==> config.mk <==
export PLATFORM = sky130hd
export DESIGN_NAME = hbr_addr_decode
export DESIGN_NICKNAME = d
export VERILOG_FILES = /design/src/rtl/hbr_pkg.sv /design/src/rtl/hbr_window_match.sv /design/src/rtl/hbr_cfg_decode.sv /design/src/rtl/hbr_io_compact.sv /design/src/rtl/hbr_addr_decode.sv
export SDC_FILE = /design/constraint.sdc
export NUM_CORES = 1
export LEC_CHECK = 0
export ABC_CLOCK_PERIOD_IN_PS = 2450
export CORE_UTILIZATION = 46
export CTS_CLUSTER_SIZE = 8
export DETAILED_ROUTE_END_ITERATION = 16
export GPL_TIMING_DRIVEN = 1
export PLACE_DENSITY = 0.84
export SLEW_MARGIN = 20
export SYNTH_ARGS = -nofsm -noshare
export SYNTH_HDL_FRONTEND = slang
export SYNTH_SLANG_ARGS = --single-unit
==> constraint.sdc <==
create_clock -name clk -period 2.45 [get_ports clk]
set_input_delay 0.6125 -clock clk [delete_from_list [all_inputs] [get_ports clk]]
set_output_delay 0.6125 -clock clk [all_outputs]
set_load 0.05 [all_outputs]
==> src/rtl/hbr_pkg.sv <==
package hbr_pkg;
  typedef enum logic [2:0] {
    REG_NONE = 3'd0,
    REG_CFG  = 3'd1,
    REG_IO   = 3'd2,
    REG_MEM  = 3'd3,
    REG_ROM  = 3'd4
  } hbr_region_e;
endpackage

==> src/rtl/hbr_window_match.sv <==
module hbr_window_match #(
  parameter logic [31:0] CFG_BASE  = 32'h8080_0000,
  parameter logic [31:0] CFG_SIZE  = 32'h0040_0000,
  parameter logic [31:0] IO_BASE   = 32'h8000_0000,
  parameter logic [31:0] IO_SIZE   = 32'h3F80_0000,
  parameter logic [31:0] PACK_SIZE = 32'h0080_0000,
  parameter logic [31:0] MEM_BASE  = 32'hC000_0000,
  parameter logic [31:0] MEM_SIZE  = 32'h3F00_0000,
  parameter logic [31:0] ROM_BASE  = 32'hFFF0_0000,
  parameter logic [31:0] ROM_SIZE  = 32'h0010_0000
) (
  input  logic [31:0]         addr,
  output hbr_pkg::hbr_region_e region,
  output logic                in_pack
);
  import hbr_pkg::*;

  function automatic logic in_win(input logic [31:0] a, input logic [31:0] b,
                                  input logic [31:0] s);
    logic [32:0] lo;
    logic [32:0] hi;
    lo = {1'b0, b};
    hi = {1'b0, b} + {1'b0, s};
    return ({1'b0, a} >= lo) && ({1'b0, a} < hi);
  endfunction

  logic hit_cfg, hit_io, hit_pack, hit_mem, hit_rom;

  always_comb begin
    hit_cfg  = in_win(addr, CFG_BASE, CFG_SIZE);
    hit_io   = in_win(addr, IO_BASE, IO_SIZE);
    hit_pack = in_win(addr, IO_BASE, PACK_SIZE);
    hit_mem  = in_win(addr, MEM_BASE, MEM_SIZE);
    hit_rom  = in_win(addr, ROM_BASE, ROM_SIZE);
    in_pack  = hit_pack;
    // priority: compacting I/O, then config, then plain I/O
    if (hit_pack)      region = REG_IO;
    else if (hit_cfg)  region = REG_CFG;
    else if (hit_io)   region = REG_IO;
    else if (hit_mem)  region = REG_MEM;
    else if (hit_rom)  region = REG_ROM;
    else               region = REG_NONE;
  end
endmodule

==> src/rtl/hbr_cfg_decode.sv <==
module hbr_cfg_decode #(
  parameter int OFF_W = 11,
  parameter int SLOTS = 11,
  parameter int DEV_W = 4,
  localparam int IN_W = OFF_W + SLOTS
) (
  input  logic [IN_W-1:0]  addr,
  output logic [DEV_W-1:0] dev,
  output logic [OFF_W-1:0] off
);
  logic found;

  always_comb begin
    dev   = DEV_W'(SLOTS);
    found = 1'b0;
    for (int i = 0; i < SLOTS; i++) begin
      if (!found && addr[OFF_W+i]) begin
        dev   = DEV_W'(i);
        found = 1'b1;
      end
    end
    off = addr[OFF_W-1:0];
  end
endmodule

==> src/rtl/hbr_io_compact.sv <==
module hbr_io_compact #(
  parameter int          PACK_W      = 23,
  parameter int          DENSE_W     = 16,
  parameter int          KEEP_LO     = 5,
  parameter int          PAGE_SHIFT  = 7,
  parameter logic [31:0] SPARSE_MASK = 32'h07FF_F000
) (
  input  logic [PACK_W-1:0] off,
  input  logic              sparse,
  output logic [31:0]       io_addr
);
  localparam logic [31:0] DENSE_MASK = (32'd1 << DENSE_W) - 32'd1;
  localparam logic [31:0] LO_MASK    = (32'd1 << KEEP_LO) - 32'd1;

  logic [31:0] off_w;

  always_comb begin
    off_w = 32'(off);
    if (sparse)
      io_addr = (off_w & LO_MASK) | ((off_w & SPARSE_MASK) >> PAGE_SHIFT);
    else
      io_addr = off_w & DENSE_MASK;
  end
endmodule

==> src/rtl/hbr_addr_decode.sv <==
module hbr_addr_decode #(
  parameter logic [31:0] CFG_BASE  = 32'h8080_0000,
  parameter logic [31:0] CFG_SIZE  = 32'h0040_0000,
  parameter logic [31:0] IO_BASE   = 32'h8000_0000,
  parameter logic [31:0] IO_SIZE   = 32'h3F80_0000,
  parameter int          PACK_W    = 23,
  parameter logic [31:0] MEM_BASE  = 32'hC000_0000,
  parameter logic [31:0] MEM_SIZE  = 32'h3F00_0000,
  parameter int          ROM_W     = 20,
  parameter int          CFG_OFF_W = 11,
  parameter int          CFG_SLOTS = 11,
  parameter int          DEV_W     = 4,
  localparam logic [31:0] PACK_SIZE = 32'd1 << PACK_W,
  localparam logic [31:0] ROM_SIZE  = 32'd1 << ROM_W,
  localparam logic [31:0] ROM_BASE  = 32'd0 - ROM_SIZE,
  localparam int          CFG_IN_W  = CFG_OFF_W + CFG_SLOTS
) (
  input  logic                 clk,
  input  logic                 rst_n,
  input  logic                 req_valid,
  input  logic [31:0]          req_addr,
  input  logic [2:0]           req_size,
  input  logic                 req_write,
  input  logic                 io_sparse,
  output logic                 out_valid,
  output logic [2:0]           out_region,
  output logic [31:0]          out_bus_addr,
  output logic [DEV_W-1:0]     out_cfg_dev,
  output logic [CFG_OFF_W-1:0] out_cfg_off,
  output logic                 out_err,
  output logic [31:0]          out_err_rdata,
  output logic [2:0]           out_size,
  output logic                 out_write
);
  import hbr_pkg::*;

  hbr_region_e           region_c;
  logic                  in_pack_c;
  logic [DEV_W-1:0]      dev_c;
  logic [CFG_OFF_W-1:0]  off_c;
  logic [31:0]           io_pack_c;
  logic [31:0]           io_off_c;
  logic [31:0]           bus_c;
  logic                  err_c;
  logic [31:0]           fill_c;

  hbr_window_match #(
    .CFG_BASE (CFG_BASE),  .CFG_SIZE (CFG_SIZE),
    .IO_BASE  (IO_BASE),   .IO_SIZE  (IO_SIZE),
    .PACK_SIZE(PACK_SIZE),
    .MEM_BASE (MEM_BASE),  .MEM_SIZE (MEM_SIZE),
    .ROM_BASE (ROM_BASE),  .ROM_SIZE (ROM_SIZE)
  ) u_match (
    .addr   (req_addr),
    .region (region_c),
    .in_pack(in_pack_c)
  );

  hbr_cfg_decode #(
    .OFF_W(CFG_OFF_W), .SLOTS(CFG_SLOTS), .DEV_W(DEV_W)
  ) u_cfg (
    .addr(req_addr[CFG_IN_W-1:0]),
    .dev (dev_c),
    .off (off_c)
  );

  always_comb io_off_c = req_addr - IO_BASE;

  hbr_io_compact #(
    .PACK_W(PACK_W)
  ) u_io (
    .off    (io_off_c[PACK_W-1:0]),
    .sparse (io_sparse),
    .io_addr(io_pack_c)
  );

  // next-state translation
  always_comb begin
    unique case (region_c)
      REG_CFG: bus_c = 32'({dev_c, off_c});
      REG_IO:  bus_c = in_pack_c ? io_pack_c : io_off_c;
      REG_MEM: bus_c = req_addr - MEM_BASE;
      REG_ROM: bus_c = 32'(req_addr[ROM_W-1:0]);
      default: bus_c = 32'd0;
    endcase
    err_c  = (region_c == REG_NONE);
    fill_c = (err_c && !req_write) ? 32'hFFFF_FFFF : 32'd0;
  end

  // registers
  always_ff @(posedge clk or negedge rst_n) begin
    if (!rst_n) begin
      out_valid     <= 1'b0;
      out_region    <= 3'd0;
      out_bus_addr  <= 32'd0;
      out_cfg_dev   <= '0;
      out_cfg_off   <= '0;
      out_err       <= 1'b0;
      out_err_rdata <= 32'd0;
      out_size      <= 3'd0;
      out_write     <= 1'b0;
    end else begin
      out_valid <= req_valid;
      if (req_valid) begin
        out_region    <= region_c;
        out_bus_addr  <= bus_c;
        out_cfg_dev   <= (region_c == REG_CFG) ? dev_c : '0;
        out_cfg_off   <= (region_c == REG_CFG) ? off_c : '0;
        out_err       <= err_c;
        out_err_rdata <= fill_c;
        out_size      <= req_size;
        out_write     <= req_write;
      end
    end
  end

  AST_CFG_DEV_RANGE: assert property (@(posedge clk) disable iff (!rst_n)
    (out_valid && out_region == 3'(REG_CFG)) |-> (out_cfg_dev <= DEV_W'(CFG_SLOTS)));

  AST_IO_DENSE_RANGE: assert property (@(posedge clk) disable iff (!rst_n)
    (req_valid && !io_sparse && req_addr >= IO_BASE && req_addr < IO_BASE + PACK_SIZE)
      |=> (out_region == 3'(REG_IO) && out_bus_addr[31:16] == 16'd0));

  AST_IO_SPARSE_LOW: assert property (@(posedge clk) disable iff (!rst_n)
    (req_valid && io_sparse && req_addr >= IO_BASE && req_addr < IO_BASE + PACK_SIZE)
      |=> (out_bus_addr[4:0] == $past(req_addr[4:0]) && out_bus_addr[31:16] == 16'd0));

  AST_ROM_OFFSET: assert property (@(posedge clk) disable iff (!rst_n)
    (out_valid && out_region == 3'(REG_ROM)) |-> (out_bus_addr[31:ROM_W] == '0));

  AST_ERR_FILL: assert property (@(posedge clk) disable iff (!rst_n)
    (out_valid && out_err && !out_write) |-> (out_err_rdata == 32'hFFFF_FFFF));

  AST_OUT_LATENCY: assert property (@(posedge clk) disable iff (!rst_n)
    req_valid |=> out_valid);

  AST_OUT_HOLD: assert property (@(posedge clk) disable iff (!rst_n)
    (out_valid && !req_valid) |=> $stable(out_bus_addr));
endmodule

# Yosys cells after proc, flatten, opt, wreduce, memory -nomap -nowiden
# Cells that the tools add are included.
# word_totals
reg_bits	88
out_inout_bits	88
# op_classes
add_sub_neg	2
order_cmp	8
n_eq_ne	4
mux	32
bitwise	1
n_reduce_logical	27
# ops
cell	count
$ge 32x32->1 const B	4
$lt 32x32->1 const B	4
$pmux 32 s4	1
$mux 32	2
$sub 32x32->32 const B	2
$mux 4	12
$mux 16	1
$or 5x16->16	1
$logic_and 1x1->1	15
$mux 3	5
$logic_not 1->1	11
$mux 11	1
$mux 1	10
$eq 3x2->1 const B	2
$eq 3x1->1 const B	1
$eq 3x3->1 const B	1
$logic_not 3->1	1

# Logic depth before layout (Yosys ltp)
# Gate-level depths: netlist of run 1.
# logic_depth
depth_word	32
mapped_depth	9
depth_no_buf	9

# By module
# Synthesis of run 1 repeated with hierarchy kept, for this count alone.
# unflattened
cells_unflattened	398
area_unflattened_um2	3900.0
# by_module_without_submodules
module	instances	cells_per_inst	area_each_um2
hbr_addr_decode	1	324	3293.2
hbr_io_compact	1	34	334.1
hbr_cfg_decode	1	26	178.9
hbr_window_match	1	14	93.8

# Worst setup path before layout of run 1
# No wires, ideal clock.
# synth_path
path_type	input -> register
startpoint	input port req_addr[30]
endpoint	register out_bus_addr[10]
setup_ns	0.083
arrival_ns	2.274
path_slack_ns	0.094
stages	9
n_path_buf	0
cell_sequence	inv_1 -> ha_1 -> nor3b_1 -> a31o_2 -> a2111oi_0 -> o21ai_1 -> nand4_1 -> a22oi_1 -> o21ai_0
# synth_via
elab_chain_cells	8
elab_cells_between_ends	23
cone_classes	order compare (8); eq/ne (4); mux (7); reduce/logical (4)
# synth_lines
item	line_no	text
start: declaration	hbr_addr_decode.sv:21	input logic [31:0] req_addr,
$ge 32x32->1 / $lt 32x32->1 (equally long branches)	hbr_window_match.sv:24	return ({1'b0, a} >= lo) && ({1'b0, a} < hi);
$mux 3 / $logic_and 1x1->1 (equally long branches)	hbr_window_match.sv:41, hbr_window_match.sv:24	
$mux 3	hbr_window_match.sv:40	else if (hit_mem) region = REG_MEM;
$mux 3	hbr_window_match.sv:39	else if (hit_io) region = REG_IO;
$mux 3	hbr_window_match.sv:38	else if (hit_cfg) region = REG_CFG;
$mux 3	hbr_window_match.sv:37	if (hit_pack) region = REG_IO;
$eq 3x3->1 (tied with other cells)	hbr_addr_decode.sv:79	unique case (region_c)
$pmux 32 s4 (*)	hbr_addr_decode.sv:79	
end signal: assignment	hbr_addr_decode.sv:106	out_bus_addr <= bus_c;
end: declaration	hbr_addr_decode.sv:27	output logic [31:0] out_bus_addr,
# Every way passes the cells marked *; elsewhere a longest branch is shown, timed or not.
# A chain may end at the register's enable or synchronous reset.

# Final worst setup path of run 1
# layout_path
startpoint	input port req_addr[6]
endpoint	register out_bus_addr[13]
# Same word-level chain as after synthesis.

==> out/metrics.csv, run 1 <==
metric,value,unit
syn_avg_cell_area,9.834,sq um
yosysMostFrequentCell,dfrtp_1,
core_area,6350,sq um
drtPass1Iterations,5,
seq_area_frac_synth,47.40,%
synth_top_area_share,47.40,%
root_buffer,clkbuf_8,
end_kind,flip-flop,
drc,0,
cp_max_fo,5,
cts_buffers,9,
yosys-mux-area-fraction,2.994,%
crit_required,2.72,ns
slew_headroom,48.32,%
die_area,6869,sq um
drive_gt1_share,33.82,%
antenna_found_initial,0,
startpoint_type,input port,
fin_crit_sh,98.97,%
grt_use_total,28.29,%
synth-adder-area-share,0.8316,%
gp_congestion,0.9167,
grt_pass1_wl,15190,um
hold_class,in -> async,
overflow,0,
synthTopCellsByCount,"57 x dfrtp_1, 46 x nand2_1, 31 x buf_4, 30 x o2bb2ai_1, 19 x nor2_1",
num_antenna_cells,0,
syn2layout_area_growth,65.78,%
stdcell_count,556,
synth_compound_area_share,21.87,%
status,"finished, final reports clean",
drv_cap,0,
drtIter0Drc,189,
nets,516,
hold_slack,0.3316,ns
htree_levels,3,
synth_area_leader_cell,dfrtp_1,
max-clock-path-buffers,2,
netlist_instances,306,
synth-main-ff-cell,dfrtp_1,
ant_nets,0,
synthXorXnorAreaFrac,0,%
hold_buffers,0,
ys_types,47,
finalClockSkew,0,ns
drt_wl_total,9728,um
arrival,2.70,ns
initial_core_util,47.39,%
worst_slew_pin_slew,0.7752,ns
p_per_area,617.2,nW/um^2
grt_pass1_vias,2839,
synth_edf_count,0,
irDropWorstVdd,0.0005063,V
hold_viol_final,0,
numClockSinks,57,
synth_area_leaders,"dfrtp_1 47%, o2bb2ai_1 8.7%, buf_4 7.7%",
cellLeakagePower,2.418,nW
port_buffers,127,
wire_per_inst,17.50,um
setup_viol,0,
die_h,82.88,um
fin_crit,2.425,ns
num_io_pins,128,
final.setup.tns,0,ns
netlist_area,3009,sq um
die_x,82.88,um
cp-startpoint,req_addr[6],
viasPerCell,5.360,
synth_fp_nets,348,
grt_max_degree,46,
slew_violations,0,
clk_latency,0.36,ns
ys_seq_elements,57,
dp_cells,534,
path_clk_slew,0.08,ns
dpl.hpwl,7016,um
cts_tree,built,
max_freq,412.4,MHz
synth_top_family_by_area,compound AO/OA/AOI/OAI gates,
synthArstFlopShare,100.0,%
synthSimpleGateAreaFrac,16.13,%
num_vias,2980,
r2r_start,out_cfg_dev[0],
worstSetupPathType,in -> reg,
rows,29,
yosysWarnings,0,
[cell usage in the layout, fill, tap and decap left out, drive strengths merged, types with 6 or more instances in the layout]
cell           count
mux2               8
clkbuf             9
nor4               7
inv               10
clkdlybuf4s50     69
o21ai             18
dfrtp             57
dlymetal6s2s      20
nand2             46
nor2              19
nor3               6
a21oi             10
buf              111
a22oi              6
o2bb2ai           30
[metal layers]
metal	track usage, %	wire length (um)	vias up
li1	-	-	1410
met1	38.39	4239	1429
met2	44.71	4622	123
met3	6.262	660	18
met4	10.19	206	0
met5	0	0	-
[what timing repair did]
action | CTS | global route
setup endpoints to repair | 19 | 27
pin swaps | 10 | 15
setup buffers | 1 | 5
resized for setup | 16 | 38
[power breakdown]
part | switching, W | total (W) | internal (W)
Clock | 0.000426 | 0.00101 | 0.000582
Combinational | 0.000648 | 0.00101 | 0.000367
Sequential | 0.0000428 | 0.00106 | 0.00101
[cell families (layout without fill, tap and decap cells)]
family	after synthesis	after routing
AO/OA/AOI/OAI	87	87
adder cells (fa/ha/maj)	2	2
buffers and inverters	55	228
flip-flops	57	57
multiplexers	8	8
AND/OR/NAND/NOR	97	97
[critical path, stage by stage]
cell             delay [ns]
clkdlybuf4s50_1        0.49
nor4_2                 0.24
nand4_1                0.19
buf_6                  0.18
o31ai_4                0.33
and3_4                 0.25
buf_4                  0.10
a22o_1                 0.12
a21oi_1                0.05
a21oi_1                0.15
[area by class of cell]
cell class,count,area (sq um)
timing repair buffer,204,1815
tap,77,96.34
fill,412,1361
clock buffer,9,123.9
multi-input combinational,194,1394
clock inverter,7,102.6
inverter,8,30.03
sequential,57,1426
[metrics by stage]
step	power (W)	area [sq um]	setup slack (ns)	utilization (%)
after global routing	0.003178	4989	-0.03253	78.56
after floorplan	0.001666	3009	0.09380	-
after detailed placement	0.002058	4526	-0.5137	71.27
after global placement	0.002046	4526	-0.4150	71.27
final	0.003079	4989	0.02511	78.56
after CTS	0.003072	4811	0.00001243	75.76
[flip-flops by register name, summed over array words and instances, names as in the netlist]
name and count:
out_err_rdata 1, out_size 3, out_region 3, out_err 1, out_cfg_dev 4, out_cfg_off 11, out_valid 1, out_bus_addr 32
out_write 1
[final timing paths]
check	end	slack [ns]	cells past startpoint
worst min register to register	out_region[0]	0.48	1
worst min-delay path	out_cfg_off[1]	0.33	1
min in group clk	out_region[0]	0.48	1
max in group asynchronous	out_valid	1.44	2
worst max register to register	out_cfg_dev[0]	1.70	1
worst max-delay path	out_bus_addr[13]	0.03	10
Power figures use the tool's default switching activity.
==> inputs of run 2 (changes only) <==
Settings changed: CORE_UTILIZATION 46 to 41, PLACE_DENSITY 0.84 to 0.76.
==> run 2 against run 1 <==
- die area is 12% higher
- total power is 3.0% higher
- combinational power hardly changed
- final cell count is 1.6% higher
- fmax is 0.67% lower
- sequential share of layout area is 0.28 points higher
- worst setup slack worse by 0.016 ns
- non-clock buffer count is 11 lower
- utilization is 7.4 points lower
- sequential cell count stayed put
- critical path depth stayed put
==> out/metrics.csv, run 2 (synthesis gave the netlist of run 1 again) <==
metric,value,unit
status,"finished, final reports clean",
reg.largest.list,"out_bus_addr x32, out_cfg_off x11, out_cfg_dev x4",
core_area,6944,sq um
rsz0062_at_grt,no,
port_buffers,127,
cp_max_fo,5,
grt_use_met3,4.995,%
end_kind,flip-flop,
rows,30,
grt_pass1_vias,2885,
mostFrequentLayoutCells,"96 x buf_4, 62 x clkdlybuf4s50_1, 57 x dfrtp_1, 46 x nand2_1, 29 x o2bb2ai_1",
viasPerCell,5.253,
gp_congestion,0.9029,
final.setup.tns,0,ns
max-clock-path-buffers,2,
nets,505,
dpl.hpwl,6801,um
drc,0,
drt_wl_total,9885,um
drive_gt1_share,32.05,%
final_core_util,71.14,%
cellLeakagePower,2.368,nW
slew_violations,0,
fin_crit_sh,99.65,%
initial_core_util,43.33,%
p_per_area,641.9,nW/um^2
wire_per_inst,17.50,um
grt_max_degree,58,
worst_slew_pin_slew,0.7266,ns
num_vias,2968,
stdcell_count,565,
numClockSinks,57,
path_clk_slew,0.07,ns
die_x,87.67,um
dp_cells,542,
overflow,0,
hold_buffers,0,
drv_cap,0,
antenna_found_initial,1,
num_io_pins,128,
hold_viol_final,0,
drtPass1Iterations,4,
worstSetupPathType,in -> reg,
startpoint_type,input port,
final_common_cell,buf_4,
max_freq,409.6,MHz
cts_tree,built,
fin_crit,2.441,ns
htree_levels,3,
die_area,7686,sq um
largest_register,out_bus_addr,
rrSetupSlack,1.49,ns
irDropWorstVdd,0.0004258,V
hold_slack,0.4034,ns
root_buffer,clkbuf_8,
die_h,87.67,um
grt_use_total,25.76,%
largest_reg_flops,32,
postPlaceCellArea,4479,sq um
clk_latency,0.34,ns
stdcell_area,4940,sq um
arrival,2.67,ns
top_usage_layer,met2,
hold_class,in -> async,
crit_required,2.68,ns
cts_buffers,9,
drtIter0Drc,250,
grt_util_met2,41.41,%
setup_viol,0,
syn2layout_area_growth,64.16,%
finalClockSkew,0,ns
ant_nets,0,
grt_pass1_wl,14830,um
grt_util_met1,33.64,%
slew_headroom,51.56,%
## run 2: cell count changes in the layout (fill, tap and decap cells not counted), sizes merged, moves of 2 or more
cell           delta
buf              -11
dlymetal6s2s      -3
clkbuf            +4
clkdlybuf4s50     -7
dlygate4sd2       +9
inv               -2
## run 2: power breakdown
part / switching (W) / internal, W
clock network: 0.000377 / 0.000733
registers: 0.0000452 / 0.00101
logic: 0.000647 / 0.000355
## run 2: path summary, 6_finish.rpt
path,end,depth (start not counted),start
min reg2reg,out_region[0],1,out_region[0]
min,out_bus_addr[28],2,rst_n
max,out_err,10,req_addr[9]
max reg2reg,out_err_rdata[30],2,out_err_rdata[30]
min in group clk,out_region[0],1,out_region[0]
max in group asynchronous,out_bus_addr[13],2,rst_n
## run 2: area by class of cell
type                            instances  area, sq um
Antenna cell                            1        2.502
Clock buffer                           12        155.1
Clock inverter                          4        98.84
Fill cell                             510         2004
Inverter                                8        30.03
Multi-Input combinational cell        194         1393
Sequential cell                        57         1426
Tap cell                               96        120.1
Timing Repair Buffer                  193         1714
## run 2: worst max-delay path, cell delays in order
cell,delay [ns]
clkdlybuf4s50_1,0.47
nor3_2,0.17
nand4_1,0.17
buf_4,0.19
o41ai_4,0.34
buf_4,0.17
a21o_1,0.08
nor2_1,0.04
buf_4,0.16
mux2_2,0.27
## run 2: metal layers
layer / up-vias / wire length [um]
met1: 1437 / 4240
li1: 1382 / -
met2: 125 / 4763
met5: - / 0
met4: 0 / 275
met3: 24 / 605
## run 2: timing repair
action | in CTS | in global routing
gates resized for setup | 33 | 28
buffers inserted | 5 | 1
setup endpoints to repair | 20 | 23
gates cloned | 0 | 0
pin swaps | 13 | 14
## run 2: stage by stage
stage	total power (W)	setup slack, ns
3_3_place_gp	0.002037	-0.6233
6_report	0.003171	0.008694
2_1_floorplan	0.001666	0.09380
3_5_place_dp	0.002052	-0.7228
4_1_cts	0.003174	0.01240
5_1_grt	0.003289	0.009136
==> inputs of run 3 (changes only) <==
Settings changed: CORE_UTILIZATION 41 to 25, PLACE_DENSITY 0.76 to 0.5.
==> run 3 against run 2 <==
- sequential share of layout area decreased by 3.5 points
- highest routed layer unchanged
- fmax increased by 2.8%
- first-iteration DRC count decreased by 34%
- final cell count increased by 10%
- count of clock-buffer cells in the layout decreased by 1
- global-route usage decreased by 8.6 points
- worst setup slack improved by 0.067 ns
- critical endpoint unchanged
- the run now ends with DRC left
==> out/metrics.csv, run 3 (synthesis gave the netlist of run 1 again) <==
metric,value,unit
crit_chain,"clkdlybuf4s50_1, nor3_2, nand4_1, o41ai_4, buf_4, a21o_1, nor2_2, buf_4, mux2_2",
p_per_area,636.7,nW/um^2
overflow,0,
rows,39,
core_area,11560,sq um
num_vias,2932,
syn2layout_area_growth,86.57,%
hold_buffers,0,
max-clock-path-buffers,2,
fin_crit_sh,96.93,%
nets,516,
largest_register,out_bus_addr,
grt_pass1_wl,16690,um
largest_reg_flops,32,
cellLeakagePower,2.510,nW
preCtsSetupSlack,-0.6392,ns
cp_slowest_cell,clkdlybuf4s50_1,
hold_viol_final,0,
num_io_pins,128,
cts_tree,built,
initial_core_util,26.02,%
startpoint_type,input port,
slew_violations,0,
worst_slew_pin_slew,0.5637,ns
port_buffers,127,
setup_ws,0.07531,ns
status,"complete, but fails checks",
drt_wl_total,10440,um
drc,6,
reg.largest.list,"out_bus_addr x32, out_cfg_off x11, out_cfg_dev x4",
path_delay_family,buffers and inverters,
die_h,111.7,um
worstSetupPathType,in -> reg,
drv_cap,0,
die_area,12480,sq um
crit_path_frequent_cell,buf_4,
grt_use_total,17.18,%
cp_max_fo,3,
dpl.hpwl,7925,um
wire_per_inst,16.78,um
mostFrequentLayoutCells,"72 x clkdlybuf4s50_1, 72 x buf_4, 57 x dfrtp_1, 46 x nand2_1, 34 x buf_12",
drive_gt1_share,34.86,%
end_kind,flip-flop,
antenna_found_initial,0,
crit_required,2.66,ns
violations,DRC,
cts_buffers,9,
root_buffer,clkbuf_16,
path_clk_slew,0.05,ns
numClockSinks,57,
drtPass1Iterations,10,
slew_headroom,62.30,%
final_core_util,48.54,%
grt_pass1_vias,3002,
arrival,2.58,ns
max_freq,421.1,MHz
gp_congestion,0.8534,
finalClockSkew,0,ns
drtIter0Drc,166,
clk_latency,0.32,ns
cp_num_buf_inv,3,
htree_levels,3,
max_stage_delay,0.47,ns
ant_nets,0,
die_x,111.7,um
grt_max_degree,46,
setup_viol,0,
hold_class,in -> async,
num_antenna_cells,0,
fin_crit,2.375,ns
irDropWorstVdd,0.0002777,V
viasPerCell,4.714,
run 3: per-stage QoR:
step / setup TNS, ns / power, W / instances / hold slack, ns / area (sq um)
after floorplan: 0 / 0.001666 / 306 / 0.3169 / 3009
after detailed placement: -16.92 / 0.002174 / 599 / 0.4724 / 5026
after global routing: -0.0002125 / 0.003708 / 622 / 0.2756 / 5614
after CTS: 0 / 0.003598 / 621 / 0.2584 / 5527
final: 0 / 0.003575 / 622 / 0.2435 / 5614
after global placement: -16.39 / 0.002171 / 599 / 0.4720 / 5026
run 3: layout make-up:
class                           instances  area, sq um
Clock buffer                           11        252.7
Sequential cell                        57         1426
Timing Repair Buffer                  204         2211
Fill cell                            1032         5951
Clock inverter                          5        77.57
Inverter                                8        30.03
Tap cell                              143        178.9
Multi-Input combinational cell        194         1438
run 3: final timing paths:
kind / start / endpoint / slack (ns) / cells past startpoint
setup / recovery: req_addr[8] / out_err / 0.08 / 9
hold / removal: rst_n / out_bus_addr[25] / 0.24 / 1
setup reg to reg: out_err_rdata[30] / out_err_rdata[30] / 1.68 / 1
hold reg to reg: out_cfg_off[10] / out_cfg_off[10] / 0.49 / 1
max in group asynchronous: rst_n / out_bus_addr[8] / 1.62 / 2
min in group clk: out_cfg_off[10] / out_cfg_off[10] / 0.49 / 1
run 3: what timing repair did:
item | 4_1_cts | 5_1_grt
pin swaps | 17 | 14
gates cloned | 0 | 0
buffers inserted | 6 | 1
setup endpoints to repair | 25 | 29
gates resized for setup | 37 | 23
run 3: report_power, final:
part / switching, W / internal, W / total [W]
Combinational: 0.000671 / 0.000458 / 0.00113
Sequential: 0.0000433 / 0.00102 / 0.00106
Clock: 0.000447 / 0.000941 / 0.00139
Total: 0.00116 / 0.00241 / 0.00357
run 3: metal layers:
layer,vias to the layer above,share of wire [%],GRT usage [%]
li1,1414,-,-
met1,1435,46,23.09
met2,70,47,27.25
met3,13,4.5,3.103
met4,0,2.2,7.027
met5,-,0,0
